## src/rtl/npc_pkg.sv

```systemverilog
package npc_pkg;
  localparam int unsigned INSN_W   = 32;
  localparam int unsigned OPC_W    = 6;
  localparam int unsigned FN_W     = 6;
  localparam int unsigned REGF_W   = 5;
  localparam int unsigned OFS_W    = 16;
  localparam int unsigned JIDX_W   = 26;
  localparam int unsigned OPC_LSB  = 26;
  localparam int unsigned RT_LSB   = 16;

  localparam logic [OPC_W-1:0] OP_SPECIAL = 6'h00;
  localparam logic [OPC_W-1:0] OP_REGIMM  = 6'h01;
  localparam logic [OPC_W-1:0] OP_JUMP    = 6'h02;
  localparam logic [OPC_W-1:0] OP_JLINK   = 6'h03;
  localparam logic [OPC_W-1:0] OP_BREQ    = 6'h04;
  localparam logic [OPC_W-1:0] OP_BRNE    = 6'h05;
  localparam logic [OPC_W-1:0] OP_BRLEZ   = 6'h06;
  localparam logic [OPC_W-1:0] OP_BRGTZ   = 6'h07;
  localparam logic [FN_W-1:0]  FN_JREG    = 6'h08;
  localparam logic [REGF_W-1:0] SUB_LTZ   = 5'd0;
  localparam logic [REGF_W-1:0] SUB_GEZ   = 5'd1;

  typedef enum logic [1:0] {
    FLOW_SEQ,
    FLOW_JABS,
    FLOW_JREG,
    FLOW_BRANCH
  } flow_e;

  typedef enum logic [2:0] {
    TEST_EQ,
    TEST_NE,
    TEST_LTZ,
    TEST_GEZ,
    TEST_LEZ,
    TEST_GTZ,
    TEST_NEVER
  } test_e;

  typedef struct packed {
    flow_e               flow;
    test_e               test;
    logic                link;
    logic [OFS_W-1:0]    ofs;
    logic [JIDX_W-1:0]   jidx;
  } dec_t;
endpackage

```

## src/rtl/npc_decode.sv

```systemverilog
module npc_decode
  import npc_pkg::*;
(
  input  logic [INSN_W-1:0] instr,
  output dec_t              dec
);
  logic [OPC_W-1:0]  opc;
  logic [FN_W-1:0]   fn;
  logic [REGF_W-1:0] sub;

  assign opc = instr[OPC_LSB +: OPC_W];
  assign fn  = instr[FN_W-1:0];
  assign sub = instr[RT_LSB +: REGF_W];

  always_comb begin
    dec.flow = FLOW_SEQ;
    dec.test = TEST_NEVER;
    dec.link = 1'b0;
    dec.ofs  = instr[OFS_W-1:0];
    dec.jidx = instr[JIDX_W-1:0];
    unique case (opc)
      OP_SPECIAL: if (fn == FN_JREG) dec.flow = FLOW_JREG;
      OP_REGIMM: begin
        dec.flow = FLOW_BRANCH;
        if (sub == SUB_LTZ)      dec.test = TEST_LTZ;
        else if (sub == SUB_GEZ) dec.test = TEST_GEZ;
        else                     dec.test = TEST_NEVER;
      end
      OP_JUMP:  dec.flow = FLOW_JABS;
      OP_JLINK: begin
        dec.flow = FLOW_JABS;
        dec.link = 1'b1;
      end
      OP_BREQ: begin
        dec.flow = FLOW_BRANCH;
        dec.test = TEST_EQ;
      end
      OP_BRNE: begin
        dec.flow = FLOW_BRANCH;
        dec.test = TEST_NE;
      end
      OP_BRLEZ: begin
        dec.flow = FLOW_BRANCH;
        dec.test = TEST_LEZ;
      end
      OP_BRGTZ: begin
        dec.flow = FLOW_BRANCH;
        dec.test = TEST_GTZ;
      end
      default: dec.flow = FLOW_SEQ;
    endcase
  end
endmodule

```

## src/rtl/npc_cond.sv

```systemverilog
module npc_cond
  import npc_pkg::*;
#(
  parameter int unsigned XLEN = 32
) (
  input  logic [XLEN-1:0] rs_val,
  input  logic [XLEN-1:0] rt_val,
  input  test_e           test,
  output logic            taken
);
  logic is_neg;
  logic is_zero;
  logic is_eq;

  assign is_neg  = rs_val[XLEN-1];
  assign is_zero = (rs_val == '0);
  assign is_eq   = (rs_val == rt_val);

  always_comb begin
    unique case (test)
      TEST_EQ:  taken = is_eq;
      TEST_NE:  taken = !is_eq;
      TEST_LTZ: taken = is_neg;
      TEST_GEZ: taken = !is_neg;
      TEST_LEZ: taken = is_neg || is_zero;
      TEST_GTZ: taken = !is_neg && !is_zero;
      default:  taken = 1'b0;
    endcase
  end
endmodule

```

## src/rtl/npc_target.sv

```systemverilog
module npc_target
  import npc_pkg::*;
#(
  parameter int unsigned XLEN = 32
) (
  input  logic [XLEN-1:0]   pc,
  input  logic [OFS_W-1:0]  ofs,
  input  logic [JIDX_W-1:0] jidx,
  output logic [XLEN-1:0]   seq_pc,
  output logic [XLEN-1:0]   ret_pc,
  output logic [XLEN-1:0]   br_pc,
  output logic [XLEN-1:0]   jabs_pc
);
  localparam int unsigned WORD_B   = 4;
  localparam int unsigned ALIGN_W  = 2;
  localparam int unsigned REGION_W = XLEN - JIDX_W - ALIGN_W;
  localparam int unsigned SEXT_W   = XLEN - OFS_W - ALIGN_W;

  logic [XLEN-1:0] ofs_bytes;

  assign seq_pc    = pc + XLEN'(WORD_B);
  assign ret_pc    = pc + XLEN'(2 * WORD_B);
  assign ofs_bytes = {{SEXT_W{ofs[OFS_W-1]}}, ofs, {ALIGN_W{1'b0}}};
  assign br_pc     = seq_pc + ofs_bytes;
  assign jabs_pc   = {seq_pc[XLEN-1 -: REGION_W], jidx, {ALIGN_W{1'b0}}};
endmodule

```

## src/rtl/npc_unit.sv

```systemverilog
module npc_unit
  import npc_pkg::*;
#(
  parameter int unsigned XLEN = 32
) (
  input  logic [XLEN-1:0]   pc,
  input  logic [INSN_W-1:0] instr,
  input  logic [XLEN-1:0]   rs_val,
  input  logic [XLEN-1:0]   rt_val,
  output logic [XLEN-1:0]   next_pc,
  output logic              link_we,
  output logic [XLEN-1:0]   link_val
);
  dec_t            dec;
  logic            taken;
  logic [XLEN-1:0] seq_pc;
  logic [XLEN-1:0] ret_pc;
  logic [XLEN-1:0] br_pc;
  logic [XLEN-1:0] jabs_pc;

  npc_decode u_dec (
    .instr (instr),
    .dec   (dec)
  );

  npc_cond #(.XLEN(XLEN)) u_cond (
    .rs_val (rs_val),
    .rt_val (rt_val),
    .test   (dec.test),
    .taken  (taken)
  );

  npc_target #(.XLEN(XLEN)) u_tgt (
    .pc      (pc),
    .ofs     (dec.ofs),
    .jidx    (dec.jidx),
    .seq_pc  (seq_pc),
    .ret_pc  (ret_pc),
    .br_pc   (br_pc),
    .jabs_pc (jabs_pc)
  );

  always_comb begin
    unique case (dec.flow)
      FLOW_JABS:   next_pc = jabs_pc;
      FLOW_JREG:   next_pc = rs_val;
      FLOW_BRANCH: next_pc = taken ? br_pc : seq_pc;
      default:     next_pc = seq_pc;
    endcase
  end

  assign link_we  = dec.link;
  assign link_val = ret_pc;
endmodule

```

## config.mk

```make
export PLATFORM = sky130hd
export DESIGN_NAME = npc_unit
export DESIGN_NICKNAME = d
export VERILOG_FILES = /design/src/rtl/npc_pkg.sv /design/src/rtl/npc_decode.sv /design/src/rtl/npc_cond.sv /design/src/rtl/npc_target.sv /design/src/rtl/npc_unit.sv
export SDC_FILE = /design/constraint.sdc
export NUM_CORES = 1
export LEC_CHECK = 0
export BUFFER_PORTS_ARGS = -buffer_cell sky130_fd_sc_hd__buf_2
export CAP_MARGIN = 20
export CORE_MARGIN = 2
export CORE_UTILIZATION = 48
export DETAILED_ROUTE_END_ITERATION = 7
export GPL_TIMING_DRIVEN = 0
export PLACE_DENSITY = 0.82
export SLEW_MARGIN = 20
export SYNTH_ARGS = -nofsm -noshare
export SYNTH_HDL_FRONTEND = slang
export SYNTH_HIERARCHICAL = 1
export SYNTH_SLANG_ARGS = --single-unit
export TNS_END_PERCENT = 50
```

## constraint.sdc

```tcl
create_clock -name vclk -period 3.8
set_input_delay 0.19 -clock vclk [all_inputs]
set_output_delay 0.19 -clock vclk [all_outputs]
set_load 0.02 [all_outputs]
```

* Yosys cells after proc, flatten, opt, wreduce, memory -nomap -nowiden
Cells that the tools add are included. W data, S select, Z words.
Word-level totals: register bits after elaboration 0, output and inout bits 65, input port bits 128
Operators by class: reduce and logical (&&, ||, !) cells 11, eq/ne operators 18, mux-type cells 9, $add $sub $neg 3
Operator list (count):
- $pmux W32 S3 | 1
- $add A32 B3 Y32 const B | 1
- $add A32 B32 Y32 | 1
- $add A32 B4 Y32 const B | 1
- $eq A32 B32 Y1 | 1
- $logic_not A32 Y1 | 1
- $mux W32 | 1
- $eq A6 B3 Y1 const B | 4
- $pmux W3 S5 | 1
- $eq A6 B2 Y1 const B | 2
- $eq A3 B2 Y1 const B | 2
- $eq A3 B3 Y1 const B | 2
- $eq A6 B1 Y1 const B | 1
- $eq A6 B4 Y1 const B | 1
- $logic_not A6 Y1 | 1
- $mux W3 | 2
- $pmux W1 S6 | 1
- $pmux W2 S3 | 1
- $eq A5 B1 Y1 const B | 1
- $logic_not A5 Y1 | 1
- $reduce_or A5 Y1 | 1
- $eq A2 B2 Y1 const B | 2
- $eq A3 B1 Y1 const B | 1
- $logic_not A1 Y1 | 3
- other kinds (7) | 7

* Logic depth before layout (Yosys ltp)
depth after elaboration 8, gate-level depth with buffers 19, mapped depth without buffers 18

* By module
Netlist, hierarchy kept.
Modules (own cells, without submodules):
- npc_target | sequential area each 0.0 µm², area an instance 2876.5 µm², cells an instance 418, times used 1
- npc_unit | sequential area each 0.0 µm², area an instance 1202.4 µm², cells an instance 149, times used 1
- npc_cond | sequential area each 0.0 µm², area an instance 530.5 µm², cells an instance 67, times used 1
- npc_decode | sequential area each 0.0 µm², area an instance 409.1 µm², cells an instance 57, times used 1

* Worst setup path before layout
Ideal clock, no wire load.
path type input -> output, start in pc[3], end out next_pc[31], arrival time 4.096 ns, path buffers 1, path slack -0.486 ns, cell stages on the path 19, cells stage by stage ha_1 > nand4_2 > nor4_4 > nand4_1 > or2_1 > nor2_1 > xor2_1 > ha_1 > clkbuf_1 > a21o_1 > a21oi_1 > o21ai_0 > a21o_1 > a21oi_1 > o31ai_1 > xnor2_1 > mux2_4 > a222oi_1 > nand2_1
On the way: longest elaborated chain between the ends 4
Ends and longest elaborated chain:
- start, declared | RTL line npc_unit.sv:6 | input logic [XLEN-1:0] pc,
- $add A32 B3 Y32 | RTL line npc_target.sv:21 | assign seq_pc = pc + XLEN'(WORD_B);
- via seq_pc[27] | RTL line npc_unit.sv:16 | logic [XLEN-1:0] seq_pc;
- $add A32 B32 Y32 | RTL line npc_target.sv:24 | assign br_pc = seq_pc + ofs_bytes;
- via br_pc[31] | RTL line npc_unit.sv:18 | logic [XLEN-1:0] br_pc;
- $mux W32 | RTL line npc_unit.sv:47 | FLOW_BRANCH: next_pc = taken ? br_pc : seq_pc;
- $pmux W32 S3 | RTL line npc_unit.sv:44 | unique case (dec.flow)
- end, declared | RTL line npc_unit.sv:10 | output logic [XLEN-1:0] next_pc,
The timed path passes the listed nets, and every way through them passes these cells.

* Final worst setup path
start in pc[10], end out next_pc[30]
Same word-level chain as after synthesis.

==> flow_summary.ini <==
[status]
status = complete, but fails checks
violations = DRC, setup timing

[drt]
vias = 6157
routedWlPerCell_um = 18.1
first_pass_iters = 8
ant_nets = 0
drt_iter0_drc = 720
drc = 1
routed_wl_um = 19100
viasPerCell = 5.85

[power]
p_clk_share_pct = 0
seqPwrFrac_pct = 0
leakage_nw = 3.40
p_sw_mw = 0.532
switching_share_pct = 53.4
p_int_mw = 0.464
comb_power_share_pct = 100.0
ir_drop_uv = 79.7
p_per_area_nw_per_um2 = 139

[timing]
whs_ns = 0.601
finalHoldViolations = 0
final-setup-viol-count = 8
fin_crit_sh_pct = 110
tns_ns = -1.42
setup_ws_ns = -0.398
rsz0062_at_grt = yes
drv_slew = 0
fmax_ghz = 0.238
slew_headroom_pct = 64.0
period_needed_ns = 4.20
worst_pin_slew_ns = 0.536

[placed_design]
gp_congestion = 0.905
placedInstanceArea_sq_um = 6110
placed_cells = 999
dp_hpwl_um = 13800
port_buffers = 171

[synth]
synth-compound-area-share_pct = 18.2
synth-simple-area-share_pct = 25.6
yosys.area.top_type_share_pct = 12.4
yosysSeqAreaShare_pct = 0
syn-mean-instance-area_sq_um = 7.26
synth_mux_area_share_pct = 9.62
ys_warn_count = 6
yosysTopAreaCell = buf_4
synth.distinct_cells = 61
synthAdderAreaFrac_pct = 9.12
synth-xor-area-share_pct = 19.9
synth_top_family_by_area = simple AND/OR/NAND/NOR gates
synthCells = 691
synth.cell_area_sq_um = 5020
synthTopCellsByArea = buf_4 12%, xor2_1 11%, mux2_4 9.0%

[global_route]
grt_pass1_vias = 5723
grt-ovfl-total = 0
grt_pass1_wl_um = 27600
grtUsageTotal_pct = 29.7
grt_antenna_before_repair = 0
grt_max_degree = 18

[critical_path]
arrival_ns = 4.01
crit_required_ns = 3.61
path_class = in -> out
crit_fanout = 6
critPathLaunchType = primary input
crit_path_end_kind = output pin

[floorplan]
die_w_um = 106
die_area_sq_um = 11300
die_y_um = 106
coreArea_sq_um = 10200
start_util_pct = 49.1
io_pins = 193
std_cell_rows = 37

[final_layout]
drive_gt1_share_pct = 50.4
utilization_pct = 70.1
nFillCells = 857
clockBufferCount = 0
fin_nets = 1083
area_growth_pct = 42.9
n_antenna_cell = 0
stdcell_count = 1053
seqCellArea_sq_um = 0
final_cell_mix = 163 x buf_2, 146 x buf_4, 95 x nand2_1
design_area_sq_um = 7170
seq_cells = 0
final_common_cell = buf_2

[flow_run]
drv_cap = 0

[clocking]
cts_hold_buffers = 0

[min_path]
hold_start = pc[1]
hold_depth = 2
min_to = link_val[1]
hold_path.class = in -> out
-- per-stage QoR --
stage / setup slack [ns] / power (mW)
2_1_floorplan: -0.122 / 0.575
3_3_place_gp: -1.01 / 0.815
3_5_place_dp: -0.996 / 0.822
4_1_cts: -0.108 / 0.898
5_1_grt: -0.526 / 1.06
6_report: -0.398 / 0.996
-- worst max-delay path by stage --
| stage | cells past startpoint | endpoint | slack (ns) | from |
|---|---|---|---|---|
| finish | 22 | next_pc[30] | -0.40 | pc[10] |
| global route | 22 | next_pc[30] | -0.53 | pc[10] |
| CTS | 20 | next_pc[31] | -0.11 | pc[4] |
| detailed placement | 21 | next_pc[31] | -1.0 | pc[4] |
| global placement | 20 | next_pc[28] | -1.01 | pc[4] |
| floorplan | 19 | next_pc[31] | -0.12 | pc[8] |
-- kinds of logic (layout without fill, tap and decap cells) --
group,Yosys count,after routing
AOI/OAI and AO/OA,126,126
buffers and inverters,131,356
muxes,33,33
other,1,2
adders and majority gates,36,36
xor gates and xnor gates,113,113
and+or+nand+nor,251,251
-- layer usage --
metal  part of all wire, %  vias up  GRT usage, %
li1                      -     2862             -
met1                    39     2810          37.4
met2                    46      394          50.3
met3                   9.9       91          4.66
met4                   5.1        0          11.8
met5                     0        -             0
-- power groups by stage --
stage / Sequential, mW / Combinational (mW) / Clock [mW]
2_1_floorplan: 0 / 0.575 / 0
3_3_place_gp: 0 / 0.815 / 0
3_5_place_dp: 0 / 0.822 / 0
4_1_cts: 0 / 0.898 / 0
5_1_grt: 0 / 1.06 / 0
6_report: 0 / 0.996 / 0
-- what timing repair did --
action | in CTS | in global routing
buffers inserted | 36 | 23
hold endpoints to repair | 0 | 0
setup endpoints to repair | 16 | 14
gates cloned | 0 | 0
pin swaps | 42 | 45
resized for setup | 84 | 64
-- layout make-up --
| type | instances | area [sq um] | share of cell area (%) |
|---|---|---|---|
| Multi-Input combinational cell | 561 | 4750 | 66.2 |
| Timing Repair Buffer | 230 | 1370 | 19.0 |
| Buffer | 105 | 807 | 11.3 |
| Tap cell | 136 | 170 | 2.37 |
| Inverter | 21 | 78.8 | 1.10 |
-- cell usage after synthesis (20+ instances only) --
| cell type | number |
|---|---|
| xor2_1 | 65 |
| mux2_4 | 30 |
| inv_1 | 21 |
| ha_1 | 35 |
| nand4_1 | 20 |
| a222oi_1 | 32 |
| a21oi_1 | 37 |
| nand2_1 | 99 |
| nor2_1 | 39 |
| buf_4 | 83 |
| xnor2_1 | 47 |
| nand3_1 | 22 |
-- worst max-delay path: stages --
cell and delay (ns):
buf_8 0.10, nand3_4 0.11, nor4_4 0.38, buf_4 0.17
buf_4 0.11, nand3_1 0.12, xnor2_2 0.18, ha_2 0.41
nand4_1 0.23, inv_1 0.11, a21oi_1 0.09, o21ai_1 0.21
a31oi_2 0.10, buf_4 0.17, buf_4 0.13, buf_4 0.12
nand4b_1 0.08, o311ai_1 0.12, mux2_4 0.27, a222oi_1 0.29
nand2_1 0.14, buf_2 0.18
Power figures use the tool's default switching activity.
